### config.mk
export PLATFORM = sky130hd
export DESIGN_NAME = pwr_rst_seq
export DESIGN_NICKNAME = d
export VERILOG_FILES = /design/src/rtl/pwr_seq_pkg.sv /design/src/rtl/pwr_sync_chain.sv /design/src/rtl/pwr_wake_edges.sv /design/src/rtl/pwr_stab_counter.sv /design/src/rtl/pwr_rst_seq.sv
export SDC_FILE = /design/constraint.sdc
export NUM_CORES = 1
export LEC_CHECK = 0
export BUFFER_PORTS_ARGS = -buffer_cell sky130_fd_sc_hd__buf_2
export CORE_MARGIN = 10
export CORE_UTILIZATION = 30
export CTS_CLUSTER_SIZE = 25
export DETAILED_ROUTE_END_ITERATION = 12
export HOLD_SLACK_MARGIN = 0.15
export PLACE_DENSITY_LB_ADDON = 0.25
export SLEW_MARGIN = 20
export SYNTH_ARGS = -nofsm -noshare
export SYNTH_HDL_FRONTEND = slang
export SYNTH_SLANG_ARGS = --single-unit
### constraint.sdc
create_clock -name clk -period 1.5 [get_ports clk]
set_clock_uncertainty 0.15 [all_clocks]
set_input_delay 0.075 -clock clk [delete_from_list [all_inputs] [get_ports clk]]
set_output_delay 0.075 -clock clk [all_outputs]
set_load 0.03 [all_outputs]
### src/rtl/pwr_seq_pkg.sv
`timescale 1ns/1ps
package pwr_seq_pkg;

   typedef enum logic [1:0] {
      PS_HOLD = 2'd0,
      PS_RUN  = 2'd1,
      PS_STOP = 2'd2,
      PS_WAKE = 2'd3
   } pwr_state_e;

   function automatic int unsigned cnt_width(input int unsigned limit);
      return (limit <= 2) ? 1 : $clog2(limit);
   endfunction

endpackage

### src/rtl/pwr_sync_chain.sv
`timescale 1ns/1ps
// Multi-stage synchroniser whose stages are all forced to FORCE_VAL by an
// asynchronous request, and which release through the chain.
module pwr_sync_chain #(
   parameter int unsigned STAGES    = 2,
   parameter bit          FORCE_VAL = 1'b1
) (
   input  logic clk,
   input  logic arst,
   input  logic d,
   output logic q
);
   if (STAGES < 2) begin : g_bad_stages
      $error("pwr_sync_chain: STAGES must be at least 2");
   end

   logic [STAGES-1:0] sr;

   always_ff @(posedge clk or posedge arst) begin
      if (arst) sr <= {STAGES{FORCE_VAL}};
      else      sr <= {sr[STAGES-2:0], d};
   end

   assign q = sr[STAGES-1];
endmodule

### src/rtl/pwr_wake_edges.sv
`timescale 1ns/1ps
// Per-line synchroniser plus edge detector; reports any qualifying edge.
module pwr_wake_edges #(
   parameter int unsigned N      = 4,
   parameter int unsigned STAGES = 2,
   parameter bit          RISING = 1'b1
) (
   input  logic         clk,
   input  logic         arst,
   input  logic [N-1:0] lines,
   output logic         hit
);
   if (N < 1) begin : g_bad_n
      $error("pwr_wake_edges: N must be at least 1");
   end

   logic [N-1:0] synced;
   logic [N-1:0] prev;
   logic [N-1:0] ev;

   for (genvar gi = 0; gi < N; gi++) begin : g_line
      pwr_sync_chain #(.STAGES(STAGES), .FORCE_VAL(1'b0)) u_sync (
         .clk  (clk),
         .arst (arst),
         .d    (lines[gi]),
         .q    (synced[gi])
      );

      always_ff @(posedge clk or posedge arst) begin
         if (arst) prev[gi] <= 1'b0;
         else      prev[gi] <= synced[gi];
      end

      if (RISING) begin : g_rise
         assign ev[gi] = synced[gi] & ~prev[gi];
      end else begin : g_fall
         assign ev[gi] = ~synced[gi] & prev[gi];
      end
   end

   assign hit = |ev;
endmodule

### src/rtl/pwr_stab_counter.sv
`timescale 1ns/1ps
// Settling counter: while run is high it counts LIMIT cycles; done is high
// in the last of them, and the count wraps to zero.
module pwr_stab_counter
   import pwr_seq_pkg::*;
#(
   parameter int unsigned LIMIT = 65536
) (
   input  logic clk,
   input  logic arst,
   input  logic clear,
   input  logic run,
   output logic done
);
   localparam int unsigned    CW   = cnt_width(LIMIT);
   localparam logic [CW-1:0]  LAST = CW'(LIMIT - 1);

   if (LIMIT < 4) begin : g_bad_limit
      $error("pwr_stab_counter: LIMIT must be at least 4");
   end

   logic [CW-1:0] cnt;

   assign done = run && (cnt == LAST);

   always_ff @(posedge clk or posedge arst) begin
      if (arst)       cnt <= '0;
      else if (clear) cnt <= '0;
      else if (run)   cnt <= done ? '0 : cnt + 1'b1;
   end
endmodule

### src/rtl/pwr_rst_seq.sv
`timescale 1ns/1ps
module pwr_rst_seq
   import pwr_seq_pkg::*;
#(
   parameter int unsigned STAB_CYCLES  = 65536,
   parameter int unsigned N_WAKE       = 4,
   parameter int unsigned SYNC_STAGES  = 2,
   parameter bit          WAKE_ON_RISE = 1'b1
) (
   input  logic              clk,
   input  logic              pwr_good,
   input  logic              rst_pin,
   input  logic              stop_set,
   input  logic              por_clr,
   input  logic [N_WAKE-1:0] wake_irq,
   output logic              rst_out,
   output logic              core_clk_en,
   output logic              stop_flag,
   output logic              wake_evt,
   output logic              por_flag
);
   if (STAB_CYCLES < 4) begin : g_bad_stab
      $error("pwr_rst_seq: STAB_CYCLES must be at least 4");
   end
   if (SYNC_STAGES < 2) begin : g_bad_sync
      $error("pwr_rst_seq: SYNC_STAGES must be at least 2");
   end

   logic       por_src;
   logic       hold_src;
   logic       pin_hold;
   logic       wake_hit;
   logic       stab_done;
   pwr_state_e state, state_nx;
   logic       wake_nx;

   assign por_src  = ~pwr_good;
   assign hold_src = rst_pin | por_src;

   // reset request: asserts asynchronously, releases through the chain
   pwr_sync_chain #(.STAGES(SYNC_STAGES), .FORCE_VAL(1'b1)) u_hold_sync (
      .clk  (clk),
      .arst (hold_src),
      .d    (1'b0),
      .q    (pin_hold)
   );

   pwr_wake_edges #(.N(N_WAKE), .STAGES(SYNC_STAGES), .RISING(WAKE_ON_RISE)) u_wake (
      .clk   (clk),
      .arst  (por_src),
      .lines (wake_irq),
      .hit   (wake_hit)
   );

   pwr_stab_counter #(.LIMIT(STAB_CYCLES)) u_stab (
      .clk   (clk),
      .arst  (pin_hold),
      .clear (state == PS_STOP),
      .run   ((state == PS_HOLD) || (state == PS_WAKE)),
      .done  (stab_done)
   );

   always_comb begin
      state_nx = state;
      wake_nx  = 1'b0;
      unique case (state)
         PS_HOLD: if (stab_done) state_nx = PS_RUN;
         PS_RUN:  if (stop_set)  state_nx = PS_STOP;
         PS_STOP: if (wake_hit)  state_nx = PS_WAKE;
         PS_WAKE: if (stab_done) begin
            state_nx = PS_RUN;
            wake_nx  = 1'b1;
         end
         default: state_nx = PS_HOLD;
      endcase
   end

   always_ff @(posedge clk or posedge pin_hold) begin
      if (pin_hold) begin
         state    <= PS_HOLD;
         wake_evt <= 1'b0;
      end else begin
         state    <= state_nx;
         wake_evt <= wake_nx;
      end
   end

   always_ff @(posedge clk or posedge por_src) begin
      if (por_src)      por_flag <= 1'b1;
      else if (por_clr) por_flag <= 1'b0;
   end

   assign rst_out     = pin_hold | (state == PS_HOLD);
   assign core_clk_en = (state == PS_HOLD) || (state == PS_RUN);
   assign stop_flag   = (state == PS_STOP);
endmodule

==> flow_metrics.tcl, run 1 <==
set metrics [dict create \
    place_inst 241 \
    num_vias 1190 \
    status "finished, violations left" \
    synth-async-reset-ratio_pct 100.0 \
    grt_pass1_vias 1332 \
    synthToLayoutAreaGrowth_pct 61.08 \
    slew_viol_final 0 \
    layoutNonFillerInstCount 265 \
    violations "setup timing" \
    synth_edf_count 0 \
    critPathKind "flip-flop to flip-flop" \
    p_leak_nw 1.149 \
    ys_types 30 \
    seq_power_share_pct 35.9 \
    fin_nets 211 \
    period_needed_ns 1.617 \
    place.port_buffers 13 \
    netSwitchingFraction_pct 32.10 \
    worstPathMaxFanout 5 \
    gp_congestion 0.8289 \
    drt_drc_violations_left 0 \
    post-route-util_pct 50.75 \
    diodes 0 \
    pwr-share-comb_pct 35.3 \
    yosysWarnings 0 \
    ir_drop_uv 718.2 \
    wirelength_microns 3609 \
    die_w_microns 90.89 \
    critical_path_required_ns 1.53 \
    fin_ws_ns -0.1166 \
    critical-path-max-stage-delay_ns 0.41 \
    fp.dieH_microns 90.89 \
    syn_nets 146 \
    whs_ns 0.2052 \
    power_frac_clock_pct 28.8 \
    yosys-top-cells-count "dfrtp_1, nor2_1, xnor2_1, inv_1, nand2_1" \
    syn-instance-count 132 \
    stdcell_area_sq_um 2429 \
    synthFlopType "dfrtp_1" \
    drive_gt1_share_pct 50.00 \
    num_rows 25 \
    powerDensity_nw_per_um2 1207 \
    synth-compound-area-share_pct 7.635 \
    cp_slowest_cell "dfrtp_1" \
    hold_viol 0 \
    tns_ns -1.471 \
    p_total_mw 2.931 \
    startpoint_type "flip-flop" \
    start_util_pct 31.50 \
    cts_num_sinks 34 \
    place_area_sq_um 1921 \
    grt_remaining_overflow 0 \
    synth_top_family_by_area "simple AND/OR/NAND/NOR gates" \
    rsz0062_at_grt "yes" \
    hold_path_class "flip-flop to flip-flop" \
    post-synth-top-count-cell "dfrtp_1" \
    syn_area_sq_um 1508 \
    critical_path.cell_chain "buf_6 -> inv_8 -> ha_4 -> inv_2 -> a21o_4 -> o41ai_4" \
    clk_path_buf_depth 2 \
    fp.coreArea_sq_um 4786 \
    clk_root_buffer_cell "clkbuf_8" \
    internal-power_mw 1.990 \
    p_sw_uw 941.1 \
    grt_first_pass_wirelength_microns 6313 \
    cap_violations 0 \
    place_ws_ns -0.2429 \
    grt_usage_pct 9.259 \
    fin_crit_sh_pct 107.8 \
    synth_seq_cells 34 \
    ant_nets 0 \
    firstDrtPassIters 2 \
    post_drt_wl_per_cell_microns 13.62 \
    cp_data_arrival_time_ns 1.65 \
    clock_latency_ns 0.28 \
    cts_inserted_buffers 5 \
    ys_seq_area_share_pct 56.68 \
    ioPinCount 14 \
    hpwlAfterDp_microns 2360 \
    clk_pin_slew_ns 0.07 \
    drt_first_iter_violations 48 \
    grt_max_degree 19 \
    synthMuxAreaShare_pct 0 \
    cts_tree "done" \
    antenna_found_initial 0 \
    syn_area_per_cell_sq_um 11.42 \
    yosys.area_share.adder_pct 4.149 \
    cp-end-kind "flip-flop" \
    dieArea_sq_um 8261 \
    synth_top_cells_by_area "dfrtp_1, xnor2_1, dfstp_2" \
    setup_violations 20 \
    htree_num_levels 2 \
    via_per_inst 4.491 \
    yosys.area_share.simple_pct 19.42 \
    netlist.area_leader.share_pct 51.45 \
    max_freq_mhz 618.6 \
    synth_top_area_cell "dfrtp_1" \
    synth_xor_area_share_pct 7.552 \
]
[critical path, delay by kind of cell (launching register included)]
family                     cells  cell delay (ns)
adders and majority gates      1             0.30
DFF                            1             0.41
AOI/OAI and AO/OA              2             0.43
buffers and inverters          3             0.23
[sequential cells by signal, summed over array words and instances, names as in the netlist]
register / flops
u_wake.prev: 4
u_hold_sync.sr: 2
u_wake.g_line.u_sync.sr: 8
wake_evt: 1
por_flag: 1
u_stab.cnt: 16
state: 2
[per-layer routing]
metal  vias up  global-route usage [%]  part of all wire (%)
li1        581                       -                     -
met1       591                   10.52                    45
met2        18                   15.81                    51
met3         0                   3.741                   4.4
met4         0                   2.219                     0
met5         -                       0                     0
[power groups by stage]
stage / combinational [mW] / sequential [mW] / clock [mW]
after floorplan: 0.408 / 1.09 / 0
after global placement: 0.664 / 1.06 / 0
after detailed placement: 0.677 / 1.06 / 0
after CTS: 0.937 / 1.05 / 0.866
after global routing: 1.12 / 1.06 / 0.915
final: 1.03 / 1.05 / 0.845
[kinds of logic after synthesis]
| group | count (synthesis) |
|---|---|
| simple gates | 51 |
| flops | 34 |
| compound gates | 14 |
| buf+inv | 14 |
| xor+xnor | 13 |
| fa+ha+maj | 5 |
| other cells | 1 |
[repair_timing]
item	CTS	global route
hold endpoints to repair	23	0
setup endpoints to repair	22	22
pin swaps	14	8
resized for setup	43	10
cloned	1	0
buffers inserted	2	2
hold buffers	11	0
[cell type report]
type                       count  area (sq um)
sequential                    34         854.6
fill                         422          2357
multi-input combinational     85         848.3
inverter                      12         52.55
timing repair buffer          59         475.5
clock buffer                   5         68.82
tap                           67         83.83
clock inverter                 3         45.04
[worst paths after layout]
check / start / to / slack (ns) / cells after the start
worst min-delay path: u_wake.g_line[3].u_sync.sr[0] / u_wake.g_line[3].u_sync.sr[1] / 0.21 / 0
max in group asynchronous: pwr_good / u_wake.prev[3] / 0.18 / 3
worst max-delay path: state[0] / u_stab.cnt[2] / -0.12 / 6
worst min register to register: u_wake.g_line[3].u_sync.sr[0] / u_wake.g_line[3].u_sync.sr[1] / 0.21 / 0
worst max register to register: state[0] / u_stab.cnt[2] / -0.12 / 6
min in group asynchronous: rst_pin / u_hold_sync.sr[0] / 0.30 / 3
[cells in the final DEF (no fill, tap or decap), drive strengths merged, types with 2 or more instances in the layout]
cell type / n
nand4b: 2
clkinvlp: 2
dlygate4sd3: 11
nor4: 7
dfrtp: 31
ha: 5
nor2b: 2
o221ai: 2
dfstp: 3
or2: 3
nand4: 5
nor2: 18
o21ai: 5
inv: 12
nand2: 7
buf: 48
xnor2: 13
clkbuf: 5
nand3: 2
o221a: 2
nor3: 3
a22o: 2
Note: power is estimated with default switching activity, not from simulation.
==> inputs of run 2 (changes only) <==
Settings changed: MAX_ROUTING_LAYER from default to met4, SKIP_LAST_GASP from default to 1.
Clock period 1.5 ns to 2.1 ns, I/O delays scaled along.
==> run 2 against run 1 <==
The flow now finishes without violations; non-clock buffer count fell by 36; core utilization fell by 12 points; critical endpoint is now u_stab.cnt[11]; fmax fell by 19%; sequential share of layout area rose by 11 points; cell count fell by 14%; critical path type unchanged; design area fell by 24%; register-to-register slack improved by 0.21 ns; worst setup slack improved by 0.21 ns; clock-buffer cell count did not move; first-iteration DRC count rose by 2.1%; wire length fell by 24%; die area did not move.
==> flow_metrics.tcl, run 2 (synthesized netlist as in run 1, its figures left out) <==
set metrics [dict create \
    diodes 0 \
    ir_drop_uv 439.6 \
    final_cell_mix "dfrtp_1, nor2_1, xnor2_1, buf_2, inv_1" \
    num_rows 25 \
    pwr-share-comb_pct 19.4 \
    period_needed_ns 2.002 \
    worst_setup_path_startpoint "state[1]" \
    topRoutingLayerUsed "met4" \
    rsz0062_at_grt "yes" \
    regMostFlops "u_stab.cnt" \
    grt_remaining_overflow 0 \
    max-slew-margin-rel_pct 51.48 \
    wirelength_microns 2747 \
    drt_drc_violations_left 0 \
    drt-met1-wl_microns 1333 \
    place_area_sq_um 1644 \
    worst_pin_slew_ns 0.7270 \
    cts_tree "done" \
    power_frac_clock_pct 35.0 \
    place.port_buffers 13 \
    clk_root_buffer_cell "clkbuf_8" \
    grt_first_pass_wirelength_microns 4954 \
    antenna_found_initial 0 \
    dieArea_sq_um 8261 \
    r2r_start "state[1]" \
    drive_gt1_share_pct 22.98 \
    clock_latency_ns 0.28 \
    hpwlAfterDp_microns 1940 \
    worstPathMaxFanout 10 \
    stdcell_area_sq_um 1854 \
    place_inst 211 \
    max_freq_mhz 499.5 \
    post_cts_buffers 0 \
    synthToLayoutAreaGrowth_pct 22.99 \
    clk_pin_slew_ns 0.07 \
    cts_inserted_buffers 5 \
    critPathKind "flip-flop to flip-flop" \
    p_sw_uw 503.7 \
    largest_reg_flops 16 \
    cap_violations 0 \
    cp_data_arrival_time_ns 2.02 \
    layoutNonFillerInstCount 228 \
    gp_congestion 0.8572 \
    grt_max_degree 20 \
    cts_num_sinks 34 \
    num_vias 1013 \
    internal-power_mw 1.207 \
    critical_path_required_ns 2.12 \
    htree_num_levels 2 \
    setup_violations 0 \
    grt_pass1_vias 1074 \
    start_util_pct 31.50 \
    tns_ns 0 \
    clk_path_buf_depth 2 \
    ant_nets 0 \
    status "completed" \
    dr_wl_met2_microns 1260 \
    ioPinCount 14 \
    die_w_microns 90.89 \
    fp.dieH_microns 90.89 \
    netSwitchingFraction_pct 29.44 \
    startpoint_type "flip-flop" \
    post_drt_wl_per_cell_microns 12.05 \
    via_per_inst 4.443 \
    reg_top3 "u_stab.cnt: 16 flops, u_wake.g_line.u_sync.sr: 8 flops, u_wake.prev: 4 flops" \
    firstDrtPassIters 4 \
    p_leak_nw 0.8323 \
    hold_viol 0 \
    slew_viol_final 0 \
    fin_nets 174 \
    powerDensity_nw_per_um2 922.6 \
    met3_wirelength_microns 111 \
    cp-end-kind "flip-flop" \
    grt_usage_pct 7.517 \
    fin_crit_sh_pct 95.33 \
    seq_power_share_pct 45.5 \
    drt_first_iter_violations 49 \
    fp.coreArea_sq_um 4786 \
    hold_path_class "input pin to asynchronous set/reset pin" \
    whs_ns 0.1549 \
    layout_commonest_cell "dfrtp_1" \
]
## run 2: area by class of cell
cell class | count | area, sq um
Fill cell | 459 | 2932
Sequential cell | 34 | 854.6
Multi-Input combinational cell | 84 | 594.3
Timing Repair Buffer | 23 | 162.7
Tap cell | 67 | 83.83
Clock buffer | 5 | 68.82
Clock inverter | 3 | 45.04
Inverter | 12 | 45.04
## run 2: power groups by stage
stage,clock network (mW),logic (mW),registers [mW]
final,0.599,0.333,0.779
after global routing,0.644,0.380,0.791
after CTS,0.615,0.335,0.779
after detailed placement,0,0.321,0.790
after global placement,0,0.315,0.790
after floorplan,0,0.274,0.771
## run 2: layer usage
layer | vias up | track usage, %
li1 | 503 | -
met1 | 486 | 8.588
met2 | 19 | 11.54
met3 | 5 | 2.660
met4 | 0 | 3.525
met5 | - | -
## run 2: worst paths after layout
check | end | slack [ns] | depth (start not counted)
max | u_stab.cnt[11] | 0.1 | 6
min | por_flag | 0.15 | 2
max reg2reg | u_stab.cnt[11] | 0.1 | 6
min reg2reg | u_wake.g_line[1].u_sync.sr[1] | 0.20 | 0
max in group asynchronous | u_wake.g_line[1].u_sync.sr[0] | 0.70 | 3
min in group clk | u_wake.g_line[1].u_sync.sr[1] | 0.20 | 0
## run 2: critical path, cell delays in order, from the launching register on
cell,delay (ns)
dfrtp_1,0.40
inv_1,0.09
ha_1,0.28
nand4b_2,0.35
nor4_1,0.40
xnor2_1,0.17
nor2_1,0.05
## run 2: stage by stage
stage	setup slack (ns)	util (%)	total power [mW]
2_1_floorplan	0.2000	-	1.045
3_3_place_gp	0.2328	34.35	1.105
3_5_place_dp	0.1519	34.35	1.111
4_1_cts	0.1313	38.61	1.729
5_1_grt	-0.005026	38.75	1.815
6_report	0.09809	38.75	1.711
## run 2: timing repair
action | 4_1_cts | 5_1_grt
endpoints found under the hold margin | 22 | 0
gates resized for setup | 0 | 1
endpoints found under the setup margin | 0 | 1
hold buffers | 9 | 0
